--- src/rtl/pfc_seq_pkg.sv ---
package pfc_seq_pkg;

    typedef enum logic [1:0] {
        ST_STOPPED   = 2'd0,
        ST_STARTWAIT = 2'd1,
        ST_STARTUP   = 2'd2,
        ST_RUNNING   = 2'd3
    } seq_state_t;

    typedef struct packed {
        seq_state_t state;
        logic       pwm_en;
        logic       ovr_release;
        logic       latch_mode;
        logic       arm_init;
        logic       integ_shift;
        logic       latch_rearm;
    } seq_regs_t;

    typedef struct packed {
        logic flt_conv;
        logic flt_temp;
        logic bus_low;
        logic bus_high;
    } flag_regs_t;

endpackage

--- src/rtl/pfc_seq_thresh.sv ---
module pfc_seq_thresh #(
    parameter int VW        = 10,
    parameter int TW        = 10,
    parameter int NOM_SHIFT = 3
) (
    input  logic [VW-1:0] bus_v,
    input  logic [VW-1:0] bus_nom,
    input  logic [VW-1:0] bus_lo_thr,
    input  logic [VW-1:0] bus_hi_thr,
    input  logic [TW-1:0] temp,
    input  logic [TW-1:0] temp_lim,
    output logic          near_nom,
    output logic          below_low,
    output logic          above_high,
    output logic          hot
);
    logic [VW-1:0] nom_floor;

    always_comb begin
        // nominal minus its 1/2^NOM_SHIFT share never underflows
        nom_floor  = bus_nom - (bus_nom >> NOM_SHIFT);
        near_nom   = (bus_v >= nom_floor);
        below_low  = (bus_v < bus_lo_thr);
        above_high = (bus_v > bus_hi_thr);
        hot        = (temp >= temp_lim);
    end
endmodule

--- src/rtl/pfc_seq_fsm.sv ---
module pfc_seq_fsm
    import pfc_seq_pkg::*;
(
    input  logic       clk,
    input  logic       rst_n,
    input  logic       start,
    input  logic       stop,
    input  logic       pwm_flt,
    input  logic       duty_strobe,
    input  logic       run_ok,
    output seq_regs_t  regs_q
);
    seq_regs_t regs_d;

    always_comb begin
        regs_d             = regs_q;
        regs_d.arm_init    = 1'b0;
        regs_d.integ_shift = 1'b0;
        regs_d.latch_rearm = 1'b0;
        if (stop || pwm_flt) begin
            regs_d.state       = ST_STOPPED;
            regs_d.pwm_en      = 1'b0;
            regs_d.ovr_release = 1'b0;
            regs_d.latch_mode  = 1'b0;
        end else begin
            unique case (regs_q.state)
                ST_STOPPED: begin
                    if (start) begin
                        regs_d.state      = ST_STARTWAIT;
                        regs_d.pwm_en     = 1'b1;
                        regs_d.arm_init   = 1'b1;
                        regs_d.latch_mode = 1'b0;
                    end
                end
                ST_STARTWAIT: begin
                    if (duty_strobe) begin
                        regs_d.ovr_release = 1'b1;
                        if (run_ok) begin
                            regs_d.state       = ST_RUNNING;
                            regs_d.integ_shift = 1'b1;
                            regs_d.latch_rearm = 1'b1;
                            regs_d.latch_mode  = 1'b1;
                        end else begin
                            regs_d.state = ST_STARTUP;
                        end
                    end
                end
                ST_STARTUP: begin
                    if (duty_strobe && run_ok) begin
                        regs_d.state       = ST_RUNNING;
                        regs_d.integ_shift = 1'b1;
                        regs_d.latch_rearm = 1'b1;
                        regs_d.latch_mode  = 1'b1;
                    end
                end
                default: ;
            endcase
        end
    end

    always_ff @(posedge clk or negedge rst_n) begin
        if (!rst_n) begin
            regs_q <= '0;
        end else begin
            regs_q <= regs_d;
        end
    end

    // stop or fault always lands in STOPPED
    p_fault_stop_r3: assert property (@(posedge clk) disable iff (!rst_n)
        (stop || pwm_flt) |=> (regs_q.state == ST_STOPPED && !regs_q.pwm_en));

    // arm_init only follows a STOPPED state
    p_start_origin_r2: assert property (@(posedge clk) disable iff (!rst_n)
        regs_q.arm_init |-> ($past(regs_q.state) == ST_STOPPED));

    // integ_shift marks a true entry into RUNNING
    p_shift_entry_r6: assert property (@(posedge clk) disable iff (!rst_n)
        regs_q.integ_shift |-> (regs_q.state == ST_RUNNING &&
                                $past(regs_q.state) != ST_RUNNING &&
                                regs_q.latch_mode));

    // leaving STARTWAIT for STARTUP needs a strobe
    p_advance_strobe_r4: assert property (@(posedge clk) disable iff (!rst_n)
        (regs_q.state == ST_STARTUP && $past(regs_q.state) == ST_STARTWAIT)
            |-> $past(duty_strobe));
endmodule

--- src/rtl/pfc_seq_flags.sv ---
module pfc_seq_flags
    import pfc_seq_pkg::*;
(
    input  logic       clk,
    input  logic       rst_n,
    input  logic       pwm_flt,
    input  logic       hot,
    input  logic       flt_clr,
    input  logic       upd,
    input  logic       below_low,
    input  logic       above_high,
    output flag_regs_t flags_q
);
    flag_regs_t flags_d;

    always_comb begin
        flags_d          = flags_q;
        flags_d.flt_conv = pwm_flt | (flags_q.flt_conv & ~flt_clr);
        flags_d.flt_temp = hot     | (flags_q.flt_temp & ~flt_clr);
        if (upd) begin
            flags_d.bus_low  = below_low;
            flags_d.bus_high = above_high;
        end
    end

    always_ff @(posedge clk or negedge rst_n) begin
        if (!rst_n) begin
            flags_q <= '0;
        end else begin
            flags_q <= flags_d;
        end
    end

    // converter fault is sticky until cleared
    p_conv_sticky_r7: assert property (@(posedge clk) disable iff (!rst_n)
        (flags_q.flt_conv && !flt_clr) |=> flags_q.flt_conv);

    // over-temperature sets the flag next cycle
    p_temp_set_r8: assert property (@(posedge clk) disable iff (!rst_n)
        hot |=> flags_q.flt_temp);

    // bus status holds between duty updates
    p_status_hold_r10: assert property (@(posedge clk) disable iff (!rst_n)
        !upd |=> $stable({flags_q.bus_low, flags_q.bus_high}));
endmodule

--- src/rtl/pfc_seq_top.sv ---
module pfc_seq_top
    import pfc_seq_pkg::*;
#(
    parameter int VW        = 10,
    parameter int TW        = 10,
    parameter int NOM_SHIFT = 3
) (
    input  logic          clk,
    input  logic          rst_n,
    input  logic          start,
    input  logic          stop,
    input  logic          duty_strobe,
    input  logic [VW-1:0] bus_v,
    input  logic [VW-1:0] bus_nom,
    input  logic          ext_ok,
    input  logic          pwm_flt,
    input  logic [TW-1:0] temp,
    input  logic [TW-1:0] temp_lim,
    input  logic [VW-1:0] bus_lo_thr,
    input  logic [VW-1:0] bus_hi_thr,
    input  logic          flt_clr,
    output logic [1:0]    state,
    output logic          pwm_en,
    output logic          ovr_release,
    output logic          latch_mode,
    output logic          arm_init,
    output logic          integ_shift,
    output logic          latch_rearm,
    output logic          flt_conv,
    output logic          flt_temp,
    output logic          bus_low,
    output logic          bus_high
);
    logic       near_nom;
    logic       below_low;
    logic       above_high;
    logic       hot;
    logic       run_ok;
    logic       upd;
    seq_regs_t  seq_q;
    flag_regs_t flags_q;

    pfc_seq_thresh #(.VW(VW), .TW(TW), .NOM_SHIFT(NOM_SHIFT)) u_thresh (
        .bus_v      (bus_v),
        .bus_nom    (bus_nom),
        .bus_lo_thr (bus_lo_thr),
        .bus_hi_thr (bus_hi_thr),
        .temp       (temp),
        .temp_lim   (temp_lim),
        .near_nom   (near_nom),
        .below_low  (below_low),
        .above_high (above_high),
        .hot        (hot)
    );

    assign run_ok = near_nom & ext_ok;

    pfc_seq_fsm u_fsm (
        .clk         (clk),
        .rst_n       (rst_n),
        .start       (start),
        .stop        (stop),
        .pwm_flt     (pwm_flt),
        .duty_strobe (duty_strobe),
        .run_ok      (run_ok),
        .regs_q      (seq_q)
    );

    assign upd = duty_strobe & (seq_q.state != ST_STOPPED);

    pfc_seq_flags u_flags (
        .clk        (clk),
        .rst_n      (rst_n),
        .pwm_flt    (pwm_flt),
        .hot        (hot),
        .flt_clr    (flt_clr),
        .upd        (upd),
        .below_low  (below_low),
        .above_high (above_high),
        .flags_q    (flags_q)
    );

    assign state       = seq_q.state;
    assign pwm_en      = seq_q.pwm_en;
    assign ovr_release = seq_q.ovr_release;
    assign latch_mode  = seq_q.latch_mode;
    assign arm_init    = seq_q.arm_init;
    assign integ_shift = seq_q.integ_shift;
    assign latch_rearm = seq_q.latch_rearm;
    assign flt_conv    = flags_q.flt_conv;
    assign flt_temp    = flags_q.flt_temp;
    assign bus_low     = flags_q.bus_low;
    assign bus_high    = flags_q.bus_high;

    // RUNNING is only reached with the bus near nominal
    p_run_gate_r5: assert property (@(posedge clk) disable iff (!rst_n)
        (state == 2'd3 && $past(state) != 2'd3) |-> $past(run_ok && duty_strobe));
endmodule

--- config.mk ---
export PLATFORM = sky130hd
export DESIGN_NAME = pfc_seq_top
export DESIGN_NICKNAME = d
export VERILOG_FILES = /design/src/rtl/pfc_seq_pkg.sv /design/src/rtl/pfc_seq_thresh.sv /design/src/rtl/pfc_seq_fsm.sv /design/src/rtl/pfc_seq_flags.sv /design/src/rtl/pfc_seq_top.sv
export SDC_FILE = /design/constraint.sdc
export NUM_CORES = 1
export LEC_CHECK = 0
export BUFFER_PORTS_ARGS = -buffer_cell sky130_fd_sc_hd__buf_4
export CAP_MARGIN = 20
export CORE_MARGIN = 2
export CORE_UTILIZATION = 50
export CTS_CLUSTER_DIAMETER = 50
export CTS_CLUSTER_SIZE = 40
export DETAILED_ROUTE_END_ITERATION = 8
export PLACE_DENSITY = 0.89
export SYNTH_ARGS = -nofsm -noshare
export SYNTH_HDL_FRONTEND = slang
export SYNTH_SLANG_ARGS = --single-unit
--- constraint.sdc ---
create_clock -name clk -period 2.8 [get_ports clk]
set_clock_uncertainty 0.1 [all_clocks]
set_input_delay 0.56 -clock clk [delete_from_list [all_inputs] [get_ports clk]]
set_output_delay 0.56 -clock clk [all_outputs]
set_load 0.02 [all_outputs]
# [Yosys cells after proc, flatten, opt, wreduce, memory -nomap -nowiden]
# Cells that the tools add are included.
[word_totals] inputBits=68 regBits=12 elab_cells=61
[op_classes] magnitude_cmp=4 n_reduce_logical=13 eq_ne=6 bitwise_logic=7 add_sub_neg=1 n_mux=19
[ops] cell="10-bit >= comparator" n=2
[ops] cell="2-bit 2-to-1 mux" n=7
[ops] cell="10-bit greater-than comparator" n=1
[ops] cell="10-bit less-than comparator" n=1
[ops] cell="2-bit nonzero test" n=5
[ops] cell="10-bit by 7-bit subtractor with 10-bit output" n=1
[ops] cell="1-bit 2-to-1 mux" n=6
[ops] cell="3-bit 2-to-1 mux" n=2
[ops] cell="3-bit by 1-bit inequality test with 1-bit output, second input constant" n=2
[ops] cell="3-bit by 2-bit inequality test with 1-bit output, second input constant" n=2
[ops] cell="2-bit case mux with 3 select lines" n=1
[ops] cell="5-bit 2-to-1 mux" n=1
[ops] cell="5-bit AND reduction" n=1
[ops] cell="1-bit bitwise AND" n=4
[ops] cell="2-bit case mux with 2 select lines" n=1
[ops] cell="2-bit AND reduction" n=2
[ops] cell="4-bit AND reduction" n=1
[ops] cell="4-bit nonzero test" n=1
[ops] cell="1-bit case mux with 3 select lines" n=1
[ops] cell="2-bit by 1-bit equality test with 1-bit output, second input constant" n=1
[ops] cell="2-bit equality test, second input constant" n=1
[ops] cell="2-bit logical NOT" n=1
[ops] cell="1-bit bitwise OR" n=2
[ops] cell="1-bit logical AND" n=1
[ops] cell="2 further kinds" n=2

# [Logic depth before layout (Yosys ltp)]
# Gate-level depths: netlist of run 1.
[logic_depth] depth_word=7 mapped_depth=16

# [By module]
# A second synthesis of run 1 with hierarchy kept.
[unflattened] cells_unflattened=226 area_unflattened_um2=1853.0
[modules_own_cells] module="pfc_seq_thresh" area_per_inst_um2=1283.7 cells_each=174 seq_area_each_um2=0.0 instances=1
[modules_own_cells] module="pfc_seq_fsm" area_per_inst_um2=414.1 cells_each=41 seq_area_each_um2=175.2 instances=1
[modules_own_cells] module="pfc_seq_flags" area_per_inst_um2=141.4 cells_each=9 seq_area_each_um2=100.1 instances=1
[modules_own_cells] module="pfc_seq_top" area_per_inst_um2=13.8 cells_each=2 seq_area_each_um2=0.0 instances=1

# [Worst setup path before layout of run 1]
# No wires, ideal clock.
[synth_path] path_kind="input -> register" startpoint="in bus_nom[0]" endpoint="reg u_fsm.regs_q[6] (netlist name)" path_buffers=0 cell_stages=16 arrival_ps=3026 t_required_ps=2621 path_slack_ps=-406 setup_time_ps=79 cell_sequence="inv_1 -> ha_1 -> inv_1 -> fa_1 -> a21oi_1 -> nor2_1 -> nor2_1 -> o21bai_1 -> a31o_2 -> xnor2_1 -> ha_1 -> nand2_1 -> o21ai_1 -> a31oi_1 -> a21oi_1 -> mux2i_1"
[synth_between] elab_chain_len=7
[synth_lines] item="from (decl)" line_no="pfc_seq_top.sv:14" source="input logic [VW-1:0] bus_nom,"
[synth_lines] item="10-bit by 7-bit subtractor with 10-bit output *" line_no="pfc_seq_thresh.sv:21" source="nom_floor = bus_nom - (bus_nom >> NOM_SHIFT);"
[synth_lines] item="10-bit >= comparator *" line_no="pfc_seq_thresh.sv:22" source="near_nom = (bus_v >= nom_floor);"
[synth_lines] item="1-bit bitwise AND *" line_no="pfc_seq_top.sv:56" source="assign run_ok = near_nom & ext_ok;"
[synth_lines] item="1-bit 2-to-1 mux" line_no="pfc_seq_fsm.sv:38" source="if (run_ok) begin"
[synth_lines] item="2-bit 2-to-1 mux" line_no="pfc_seq_fsm.sv:36" source="if (duty_strobe) begin"
[synth_lines] item="2-bit case mux with 3 select lines" line_no="pfc_seq_fsm.sv:26" source="unique case (regs_q.state)"
[synth_lines] item="5-bit 2-to-1 mux" line_no="pfc_seq_fsm.sv:20" source="if (stop || pwm_flt) begin"
[synth_lines] item="to (signal assigned)" line_no="pfc_seq_fsm.sv:65" source="regs_q <= regs_d;"
[synth_lines] item="to (decl)" line_no="pfc_seq_fsm.sv:11" source="output seq_regs_t regs_q"
# Every way passes the cells marked *; elsewhere a longest branch is shown, timed or not. The select of a mux whose other input is x is not followed.
# A chain may end at the register's enable or synchronous reset.

# [Worst setup path after layout of run 1]
[layout_path] startpoint="in bus_nom[4]" endpoint="reg u_fsm.regs_q[7] (netlist name)"
[layout_between] elab_chain_len=6
[layout_lines] item="10-bit by 7-bit subtractor with 10-bit output" line_no="pfc_seq_thresh.sv:21"
[layout_lines] item="10-bit >= comparator" line_no="pfc_seq_thresh.sv:22"
[layout_lines] item="1-bit bitwise AND" line_no="pfc_seq_top.sv:56"
[layout_lines] item="1-bit logical AND" line_no="pfc_seq_fsm.sv:49" source="if (duty_strobe && run_ok) begin"
[layout_lines] item="3-bit by 1-bit inequality test with 1-bit output (no line)"
[layout_lines] item="4-bit AND reduction (no line)"
# Every way passes these cells.

==> key figures, run 1 <==
Placed design
  – RD Place Congestion: 0.810
  – IO buf count: 79
  – Hpwl dp: 3790 um
  – Worst slack, placed: -0.538 ns
  – Placed Area: 2590 sq um

Global routing
  – First-pass GRT wire length: 7360 um
  – Initial antenna violation count: 0
  – Largest net degree at the start of global routing: 12
  – Vias in the first global route: 1812
  – Total track usage: 0.222
  – Grt ovf: 0

Timing
  – Final setup fails: 3
  – Fmax: 330 MHz
  – Max_slew headroom: 0.712
  – RSZ-0062 raised after global routing: yes
  – Min cycle time layout: 3.03 ns
  – Setup WS post-layout: -0.227 ns
  – Max Slew Vio Count: 0
  – Final Hold Fails: 0
  – Tcrit/Tclk final: 1.08
  – Worst-Margin Slew: 0.430 ns

Synthesis
  – Main synth FF type: dfrtp_1
  – Synthesized cell area: 1800 sq um
  – Post-synth EDFFs: 0
  – Post-synthesis register bit count: 11
  – Distinct cells, synth: 39
  – Synthesized net count: 340
  – Synth Instances: 222
  – Syn avg cell area: 8.09 sq um
  – Ys Warns: 0
  – Async set or reset register ratio after synthesis: 1.00
  – Seq/Total Area, Yosys: 0.153

Route
  – Routed Antenna Nets: 0
  – Routed wire length: 4560 um
  – DR vias/cell: 5.10
  – Iter 0 DRT Violations: 41
  – DRC Markers: 0
  – Routed via count: 1865
  – TritonRoute pass-1 iters: 4
  – Average wire per standard cell: 12.5 um

Run
  – Max Cap Viol: 0

Setup path
  – Worst path cell trace: buf_8 -> inv_4 -> ha_4 -> nor2b_1 -> o21ai_1 -> a21oi_1 -> o21ai_1 -> buf_4 -> a31oi_4 -> xnor2_2 -> ha_1 -> nand2_2 -> nor2_4 -> nand4_1 -> a21oi_2 -> mux2i_1
  – Worst reg2reg startpoint: u_fsm.regs_q[6]
  – R2R setup slack: 0.89 ns
  – Critical path data arrival time: 3.12 ns
  – Worst path most repeated cell: o21ai_1
  – Worst path max stage delay: 0.33 ns
  – Worst setup path endpoint: u_fsm.regs_q[7]
  – Critical path class: in -> reg
  – Slowest CP cell: ha_1
  – Max FO, Critical Path: 3
  – Critical path origin: bus_nom[4]
  – CP required: 2.90 ns
  – Worst setup EP type: flop
  – R2R cell count: 6
  – Crit path launch type: input pin
  – R2R Path End: u_flags.flags_q[1]

Finish
  – Syn-to-layout area delta: 51.2%
  – Fraction of layout cells with a size suffix above 1: 0.378
  – Design Area, Final: 2720 sq um
  – Commonest non-fill, non-tap cell in the layout: buf_4
  – Core Util, Final: 0.801
  – Final #Nets: 439
  – ANT cells: 0
  – Most frequent cells in the layout: 92 x buf_4, 47 x ha_1, 46 x inv_1

Power and ir drop
  – Pwr dens: 281 nW/um^2
  – Worst vdd ir: 0.209 mV
  – Pleak: 1.53 nW

Min path
  – Hold crit path type: in -> async

Run status
  – Outcome: finished, violations left
  – Violated checks: setup timing

Floorplanning
  – # rows: 21
  – Initial Util: 0.530
  – Die Wd: 63.9 um
  – Top-level port count: 80
  – Die height: 63.9 um
  – Core box area: 3390 sq um
  – Die area: 4090 sq um

Clock tree
  – Worst-path clk slew: 0.07 ns
  – H-tree depth: 1
  – Count of hold-fix buffers inserted at cts: 0
  – Clock Latency Late Sink: 0.27 ns
  – Total CTS buffers: 3
  – CTS root buffer: clkbuf_4
  – Maximum root-to-sink buffer count: 2
  – Clock sink count: 11
  – TritonCTS clock tree: yes
-- where the power goes --
part / total [W] / leakage [nW] / internal, W / switching [W]
Combinational: 0.000473 / 1.37 / 0.000248 / 0.000225
Clock: 0.000105 / 0.0150 / 0.0000551 / 0.0000504
Sequential: 0.000186 / 0.143 / 0.000177 / 0.00000932
Total: 0.000764 / 1.53 / 0.000480 / 0.000285
-- stage by stage --
step	setup TNS [ns]	power, W	std cells	hold WS, ns
finish	-0.587	0.000764	366	0.00378
global route	-1.13	0.000830	366	0.00191
CTS	-0.335	0.000749	366	0.00292
detailed placement	-1.80	0.000630	361	0.298
global placement	-1.38	0.000618	361	0.300
floorplan	-0.581	0.000444	222	0.164
-- worst max-delay path, delay by kind of cell --
family	cells	cell delay, ns
buf+inv	3	0.32
simple gates	4	0.52
compound gates	5	0.85
fa+ha+maj	2	0.51
xor+xnor	1	0.16
mux	1	0.21
-- state kept, by name, summed over array words and instances, names as in the netlist --
name,flops
u_fsm.regs_q,7
u_flags.flags_q,4
-- cells in the mapped netlist (all sizes together), types with 4 or more instances --
| cell | count | area share |
|---|---|---|
| nor2 | 10 | 0.021 |
| a21o | 10 | 0.042 |
| nand2 | 8 | 0.017 |
| ha | 49 | 0.34 |
| nand3 | 5 | 0.014 |
| dfrtp | 11 | 0.15 |
| o21ai | 6 | 0.017 |
| xnor2 | 6 | 0.029 |
| a21oi | 20 | 0.056 |
| a31oi | 4 | 0.014 |
| nand2b | 7 | 0.026 |
| inv | 49 | 0.10 |
| nand4 | 5 | 0.017 |
-- layout make-up --
type / instances / area, sq um
multi-input combinational: 161 / 1430
fill: 230 / 674
inverter: 49 / 199
timing repair buffer: 95 / 732
sequential: 11 / 275
clock buffer: 4 / 26.3
tap: 46 / 57.6
-- per-layer routing --
| metal | routed length, um | track usage | share of wire | vias to the layer above |
|---|---|---|---|---|
| met5 | 0 | 0 | 0 | - |
| met4 | 41 | 0.0598 | 0.0090 | 0 |
| met3 | 188 | 0.0282 | 0.041 | 4 |
| met2 | 2330 | 0.404 | 0.51 | 47 |
| met1 | 2000 | 0.273 | 0.44 | 839 |
| li1 | - | - | - | 975 |
-- kinds of logic (layout without fill, tap and decap cells) --
logic type	count (synthesis)	in the layout	share of synthesized area
compound gates	57	57	0.210
buf+inv	50	148	0.107
mux	3	3	0.0167
fa+ha+maj	50	50	0.353
simple gates	44	44	0.127
flops	11	11	0.153
xor+xnor	7	7	0.0341
-- worst min-delay path by stage --
stage | to | cells past startpoint | slack, ns | start
final | u_fsm.regs_q[3] | 1 | 0.004 | rst_n
after global routing | u_fsm.regs_q[3] | 1 | 0.002 | rst_n
after CTS | u_fsm.regs_q[3] | 1 | 0.003 | rst_n
after detailed placement | u_flags.flags_q[3] | 1 | 0.30 | rst_n
after global placement | u_flags.flags_q[3] | 1 | 0.30 | rst_n
after floorplan | u_flags.flags_q[0] | 0 | 0.16 | rst_n
-- what timing repair did --
action	4_1_cts	5_1_grt
pin swaps	8	12
buffers inserted	1	0
resized for setup	6	13
endpoints found under the setup margin	3	4
No activity file was read; power rests on OpenSTA's default activity.
==> run 2: changes to the inputs <==
--- a/config.mk
+++ b/config.mk
@@ -8,11 +8,11 @@
 export BUFFER_PORTS_ARGS = -buffer_cell sky130_fd_sc_hd__buf_4
 export CAP_MARGIN = 20
 export CORE_MARGIN = 2
-export CORE_UTILIZATION = 50
+export CORE_UTILIZATION = 44
 export CTS_CLUSTER_DIAMETER = 50
 export CTS_CLUSTER_SIZE = 40
 export DETAILED_ROUTE_END_ITERATION = 8
-export PLACE_DENSITY = 0.89
+export PLACE_DENSITY = 0.83
 export SYNTH_ARGS = -nofsm -noshare
 export SYNTH_HDL_FRONTEND = slang
 export SYNTH_SLANG_ARGS = --single-unit
==> constraint.sdc (replaced) <==
create_clock -name clk -period 2.58 [get_ports clk]
set_clock_uncertainty 0.1 [all_clocks]
set_input_delay 0.516 -clock clk [delete_from_list [all_inputs] [get_ports clk]]
set_output_delay 0.516 -clock clk [all_outputs]
set_load 0.02 [all_outputs]
==> run 2 against run 1 <==
Net effect:
- the run still ends with setup timing left
- non-clock buffer count is 5 higher
- setup slack worse by 0.12 ns
- design area up 2.4%
- combinational power rose by 12%
- critical path type unchanged
- die area up 13%
==> key figures, run 2 (synthesis results as in run 1) <==
Route
  – Iter 0 DRT Violations: 65 (+59%)
  – DRC Markers: 0 (unchanged)
  – Routed via count: 1913 (+2.6%)
  – Routed wire length: 4820 um (+5.6%)
  – DR vias/cell: 5.10 (+0.11%)
  – Routed Antenna Nets: 0 (unchanged)
  – TritonRoute pass-1 iters: 4 (unchanged)
  – Average wire per standard cell: 12.8 um (+3.1%)

Clock tree
  – Total CTS buffers: 3 (unchanged)
  – Clock Latency Late Sink: 0.23 ns (-0.04 ns)
  – Worst-path clk slew: 0.05 ns (-0.02 ns)
  – CTS root buffer: clkbuf_8
  – Maximum root-to-sink buffer count: 2 (unchanged)
  – H-tree depth: 1 (unchanged)
  – Clock sink count: 11 (unchanged)
  – TritonCTS clock tree: yes

Finish
  – ANT cells: 0 (unchanged)
  – Core Util, Final: 0.700 (-0.101)
  – Syn-to-layout area delta: 54.8%
  – Largest regs: u_fsm.regs_q: 7 flops, u_flags.flags_q: 4 flops
  – Commonest non-fill, non-tap cell in the layout: buf_4
  – Max reg flops: 7 (unchanged)
  – Most frequent cells in the layout: 97 x buf_4, 47 x ha_1, 46 x inv_1
  – Largest Register: u_fsm.regs_q
  – Non-filler instance count after layout: 375 (+2.5%)
  – Final #Nets: 444 (+1.1%)
  – Fraction of layout cells with a size suffix above 1: 0.391 (+0.0126)

Run
  – Max Cap Viol: 0 (unchanged)

Timing
  – Worst-Margin Slew: 0.403 ns (-0.0272 ns)
  – Tcrit/Tclk final: 1.14
  – Setup WS post-layout: -0.352 ns (-0.125 ns)
  – Final setup fails: 4 (+1)
  – RSZ-0062 raised after global routing: yes
  – Max Slew Vio Count: 0 (unchanged)
  – Final Hold Fails: 0 (unchanged)
  – Fmax: 341 MHz
  – Min cycle time layout: 2.93 ns
  – Max_slew headroom: 0.731 (+0.0182)

Floorplanning
  – Core box area: 3970 sq um (+17%)
  – Initial Util: 0.452 (-0.0776)
  – Die Wd: 67.9 um (+6.2%)
  – # rows: 23 (+9.5%)
  – Top-level port count: 80 (unchanged)
  – Die height: 67.9 um (+6.2%)
  – Die area: 4610 sq um (+13%)

Setup path
  – Worst setup EP type: flop
  – Worst path cell trace: buf_12 -> inv_12 -> ha_4 -> inv_2 -> fa_2 -> a21oi_2 -> nor2_1 -> nor2_2 -> o21bai_1 -> a31o_2 -> xnor2_1 -> ha_1 -> nand2_2 -> o21ai_4 -> a31oi_2 -> a21oi_2 -> mux2i_1
  – Buf+Inv Stages, Crit Path: 3 (unchanged)
  – Worst path most repeated cell: a21oi_2
  – CP delay by family, top: compound AO/OA/AOI/OAI gates
  – Critical path data arrival time: 2.99 ns (-0.13 ns)
  – Max FO, Critical Path: 4 (+1)
  – Levels on crit path: 17 (+1)
  – R2R cell count: 6 (unchanged)
  – Worst reg2reg startpoint: u_fsm.regs_q[6]
  – Slowest CP cell: fa_2
  – CP required: 2.64 ns (-0.26 ns)
  – Worst path max stage delay: 0.34 ns (about the same)
  – Critical path class: in -> reg
  – R2R setup slack: 0.68 ns (-0.21 ns)
  – R2R Path End: u_flags.flags_q[1]
  – Crit path launch type: input pin

Global routing
  – Initial antenna violation count: 0 (unchanged)
  – Grt ovf: 0 (unchanged)
  – Total track usage: 0.213 (-0.00921)
  – First-pass GRT wire length: 7570 um (+2.8%)
  – Largest net degree at the start of global routing: 12 (unchanged)
  – Vias in the first global route: 1822 (+0.55%)

Placed design
  – RD Place Congestion: 0.856 (+5.7%)
  – Placed cell count: 370 (+2.5%)
  – Hpwl dp: 4040 um (+6.5%)
  – IO buf count: 79 (unchanged)

Power and ir drop
  – Worst vdd ir: 0.162 mV (-23%)
  – Clock power share: 0.185 (+0.047)
  – Pwr dens: 323 nW/um^2 (+15%)
  – Pleak: 1.56 nW (+2.2%)
  – P_sw: 0.000322 W (+13%)
  – Seq pwr share: 0.227 (-0.016)
  – Combinational power share: 0.587 (-0.032)
  – Power Internal: 0.000577 W (+20%)
  – Sw Share: 0.358 (-0.0145)

Run status
  – Outcome: finished, violations left
  – Violated checks: setup timing

Min path
  – Hold crit path type: in -> async
-- run 2: changes by cell type in the layout (fill, tap and decap cells not counted), sizes merged --
cell  delta
buf      +5
-- run 2: worst max path at each step --
stage,endpoint,from
after floorplan,u_fsm.regs_q[6],bus_nom[0]
after global placement,u_fsm.regs_q[6],bus_nom[0]
after detailed placement,u_fsm.regs_q[6],bus_nom[0]
after CTS,u_fsm.regs_q[6],bus_nom[4]
after global routing,u_fsm.regs_q[6],bus_nom[0]
final,u_fsm.regs_q[6],bus_nom[0]
-- run 2: repair_timing --
item / in CTS / in global routing
gates resized for setup: 15 / 5
hold endpoints to repair: 0 / 0
setup endpoints to repair: 4 / 4
hold buffers: 0 / 0
pin swaps: 16 / 7
setup buffers: 1 / 0
cloned: 0 / 0
-- run 2: cell type report --
class / count / area [sq um]
Clock buffer: 4 / 45.0
Fill cell: 314 / 1190
Inverter: 49 / 199
Multi-Input combinational cell: 161 / 1430
Sequential cell: 11 / 275
Tap cell: 50 / 62.6
Timing Repair Buffer: 100 / 771
-- run 2: power by group through the flow --
| stage | clock [W] | combinational (W) | sequential, W |
|---|---|---|---|
| 5_1_grt | 0.000186 | 0.000587 | 0.000206 |
| 2_1_floorplan | 0 | 0.000253 | 0.000230 |
| 4_1_cts | 0.000172 | 0.000517 | 0.000204 |
| 3_5_place_dp | 0 | 0.000493 | 0.000206 |
| 3_3_place_gp | 0 | 0.000473 | 0.000205 |
| 6_report | 0.000167 | 0.000528 | 0.000204 |
-- run 2: worst reg2reg max path, delay by kind of cell (launching register included) --
family | cells | cell delay (ns)
AO/OA/AOI/OAI | 3 | 0.72
flip-flops | 1 | 0.40
adder cells (fa/ha/maj) | 1 | 0.26
AND/OR/NAND/NOR | 1 | 0.24
buffers and inverters | 1 | 0.08
-- run 2: per-layer routing --
metal,track usage,share of wire
met4,0.0575,0.011
met3,0.0280,0.039
met1,0.243,0.40
met2,0.412,0.55
met5,0,0
-- run 2: metrics by stage --
step | cell area, sq um | setup TNS [ns] | hold slack [ns] | total power, W | worst slack (ns)
floorplan | 1840 | -1.23 | 0.120 | 0.000482 | -0.377
detailed placement | 2640 | -2.53 | 0.258 | 0.000700 | -0.706
global placement | 2640 | -2.10 | 0.255 | 0.000679 | -0.589
finish | 2780 | -1.17 | 0.00787 | 0.000899 | -0.352
global route | 2780 | -1.82 | 0.00364 | 0.000979 | -0.531
CTS | 2760 | -1.06 | 0.00902 | 0.000893 | -0.334
==> run 3: changes to the inputs <==
==> constraint.sdc (replaced) <==
create_clock -name clk -period 2.58 [get_ports clk]
set_clock_uncertainty 0.1 [all_clocks]
set_input_delay 0.129 -clock clk [delete_from_list [all_inputs] [get_ports clk]]
set_output_delay 0.129 -clock clk [all_outputs]
set_load 0.02 [all_outputs]
==> run 3 against run 2 <==
Net effect:
- the run still ends with setup timing left
- critical path depth is the same
- via count fell by 0.31%
- design area down 1.8%
- power up 0.53%
- setup slack gained 0.22 ns
- worst hold slack gained 0.052 ns
- clock-buffer cell count stayed put
- fmax grew 8.3%
- die area stayed put
- clock power rose by 8%
- largest cell class unchanged
- highest routed layer unchanged
==> key figures, run 3 (synthesis results as in run 1) <==
Route
  – Routed Antenna Nets: 0 (unchanged)
  – DRC Markers: 0 (unchanged)
  – TritonRoute pass-1 iters: 4 (unchanged)
  – DR vias/cell: 5.17 (+1.3%)
  – Average wire per standard cell: 12.7 um (-1.1%)
  – Iter 0 DRT Violations: 56 (-14%)
  – Routed wire length: 4690 um (-2.6%)
  – Routed via count: 1907 (-0.31%)

Clock tree
  – Clock sink count: 11 (unchanged)
  – Worst-path clk slew: 0.05 ns (about the same)
  – Clock Latency Late Sink: 0.25 ns (+0.02 ns)
  – Total CTS buffers: 3 (unchanged)
  – H-tree depth: 1 (unchanged)
  – CTS root buffer: clkbuf_8
  – TritonCTS clock tree: yes
  – Maximum root-to-sink buffer count: 2 (unchanged)

Finish
  – Footprint of the multi-input gates: 1450 sq um (+1.2%)
  – Fraction of layout cells with a size suffix above 1: 0.379 (-0.0115)
  – Largest regs: u_fsm.regs_q: 7 flops, u_flags.flags_q: 4 flops
  – Non-filler instance count after layout: 369 (-1.6%)
  – ANT cells: 0 (unchanged)
  – Commonest non-fill, non-tap cell in the layout: buf_4
  – Final #Nets: 438 (-1.4%)
  – Syn-to-layout area delta: 52.0%
  – Register area: 275 sq um (unchanged)
  – Max reg flops: 7 (unchanged)
  – Largest Register: u_fsm.regs_q
  – Most frequent cells in the layout: 91 x buf_4, 47 x ha_1, 46 x inv_1
  – Filler instances: 334 (+6.4%)

Setup path
  – Worst reg2reg startpoint: u_fsm.regs_q[6]
  – Worst path max stage delay: 0.34 ns (about the same)
  – R2R cell count: 6 (unchanged)
  – Buf+Inv Stages, Crit Path: 3 (unchanged)
  – Critical path class: in -> reg
  – Critical path data arrival time: 2.77 ns (-0.22 ns)
  – Max FO, Critical Path: 3 (-1)
  – Crit path launch type: input pin
  – CP required: 2.65 ns (about the same)
  – Slowest CP cell: fa_2
  – R2R setup slack: 0.68 ns (about the same)
  – Worst path cell trace: buf_6 -> inv_4 -> ha_4 -> inv_2 -> fa_2 -> a21oi_2 -> nor2_1 -> nor2_1 -> o21bai_1 -> a31o_2 -> xnor2_1 -> ha_1 -> nand2_2 -> nor2_4 -> nand4_1 -> a21oi_1 -> mux2i_1
  – CP delay by family, top: adder cells
  – Worst setup EP type: flop
  – Worst path most repeated cell: nor2_1
  – R2R Path End: u_flags.flags_q[1]

Floorplanning
  – Die height: 67.9 um (unchanged)
  – Top-level port count: 80 (unchanged)
  – # rows: 23 (unchanged)
  – Initial Util: 0.452 (unchanged)
  – Die Wd: 67.9 um (unchanged)
  – Die area: 4610 sq um (unchanged)
  – Core box area: 3970 sq um (unchanged)

Timing
  – Max_slew headroom: 0.728 (-0.00233)
  – Fmax: 369 MHz (+8.3%)
  – Max Slew Vio Count: 0 (unchanged)
  – Setup WS post-layout: -0.127 ns (+0.225 ns)
  – Tcrit/Tclk final: 1.05 (-0.0871)
  – Setup total negative slack: -0.299 ns (+0.867 ns)
  – Final Hold Fails: 0 (unchanged)
  – Worst-Margin Slew: 0.406 ns (+0.00348 ns)
  – Min cycle time layout: 2.71 ns (-0.225 ns)
  – RSZ-0062 raised after global routing: yes
  – Final setup fails: 3 (-1)

Placed design
  – Hpwl dp: 3920 um (-3.1%)
  – Placed cell count: 361 (-2.4%)
  – IO buf count: 79 (unchanged)
  – RD Place Congestion: 0.849 (-0.89%)

Global routing
  – Vias in the first global route: 1745 (-4.2%)
  – Largest net degree at the start of global routing: 12 (unchanged)
  – Total track usage: 0.198 (-0.0148)
  – First-pass GRT wire length: 7090 um (-6.3%)
  – Grt ovf: 0 (unchanged)
  – Initial antenna violation count: 0 (unchanged)

Power and ir drop
  – Pleak: 1.53 nW (-2.5%)
  – Pwr dens: 331 nW/um^2 (+2.4%)
  – Worst vdd ir: 0.164 mV (+1.1%)

Min path
  – HP Start: start
  – Hold depth: 3
  – Worst-case hold path end point: u_fsm.regs_q[5]
  – Hold crit path type: in -> reg

Run
  – Max Cap Viol: 0 (unchanged)

Run status
  – Outcome: finished, violations left
  – Violated checks: setup timing
run 3: worst max path at each step:
stage / start / endpoint / slack (ns) / cells past startpoint
5_1_grt: bus_nom[0] / u_fsm.regs_q[3] / -0.22 / 17
4_1_cts: bus_nom[0] / u_fsm.regs_q[7] / 0.00008 / 17
6_report: bus_nom[0] / u_fsm.regs_q[3] / -0.13 / 17
2_1_floorplan: bus_nom[0] / u_fsm.regs_q[6] / 0.0008 / 16
3_3_place_gp: bus_nom[0] / u_fsm.regs_q[6] / -0.17 / 17
3_5_place_dp: bus_nom[0] / u_fsm.regs_q[7] / -0.26 / 17
run 3: worst register-to-register path, stage by stage (launching register included):
cell and delay, ns:
dfrtp_1 0.40, inv_1 0.08, ha_1 0.25, nand2b_2 0.24
a2111o_1 0.43, o221a_1 0.24, o31ai_1 0.07
run 3: routing by layer:
layer / routed length [um] / track usage / up-vias
li1: - / - / 966
met1: 1900 / 0.235 / 894
met2: 2560 / 0.375 / 42
met3: 176 / 0.0181 / 5
met4: 62 / 0.0600 / 0
met5: 0 / 0 / -
run 3: final cells by class:
| cell class | count | share of cell area |
|---|---|---|
| Inverter | 49 | 0.0683 |
| Sequential cell | 11 | 0.101 |
| Tap cell | 50 | 0.0229 |
| Timing Repair Buffer | 94 | 0.262 |
| Multi-Input combinational cell | 161 | 0.530 |
| Clock buffer | 4 | 0.0165 |
run 3: power breakdown:
| group | internal [W] | switching [W] | leakage (nW) | total (W) |
|---|---|---|---|---|
| Sequential | 0.000192 | 0.0000114 | 0.143 | 0.000204 |
| Combinational | 0.000270 | 0.000250 | 1.36 | 0.000520 |
| Clock | 0.000109 | 0.0000706 | 0.0228 | 0.000180 |
| Total | 0.000571 | 0.000332 | 1.53 | 0.000903 |
run 3: through the flow:
step	hold slack (ns)	total power (W)	setup WS (ns)	area, sq um	utilization
floorplan	-0.267	0.000481	0.000815	1830	-
global placement	-0.131	0.000669	-0.172	2560	0.645
detailed placement	-0.131	0.000687	-0.265	2560	0.645
CTS	0.0630	0.000875	0.0000766	2630	0.663
global route	0.0786	0.000979	-0.219	2730	0.687
finish	0.0601	0.000903	-0.127	2730	0.687
run 3: what timing repair did:
item / in CTS / in global routing
pin swaps: 1 / 20
endpoints found under the hold margin: 12 / 0
endpoints found under the setup margin: 2 / 4
gates cloned: 0 / 0
hold buffers: 2 / 0
resized for setup: 2 / 16
setup buffers: 0 / 2
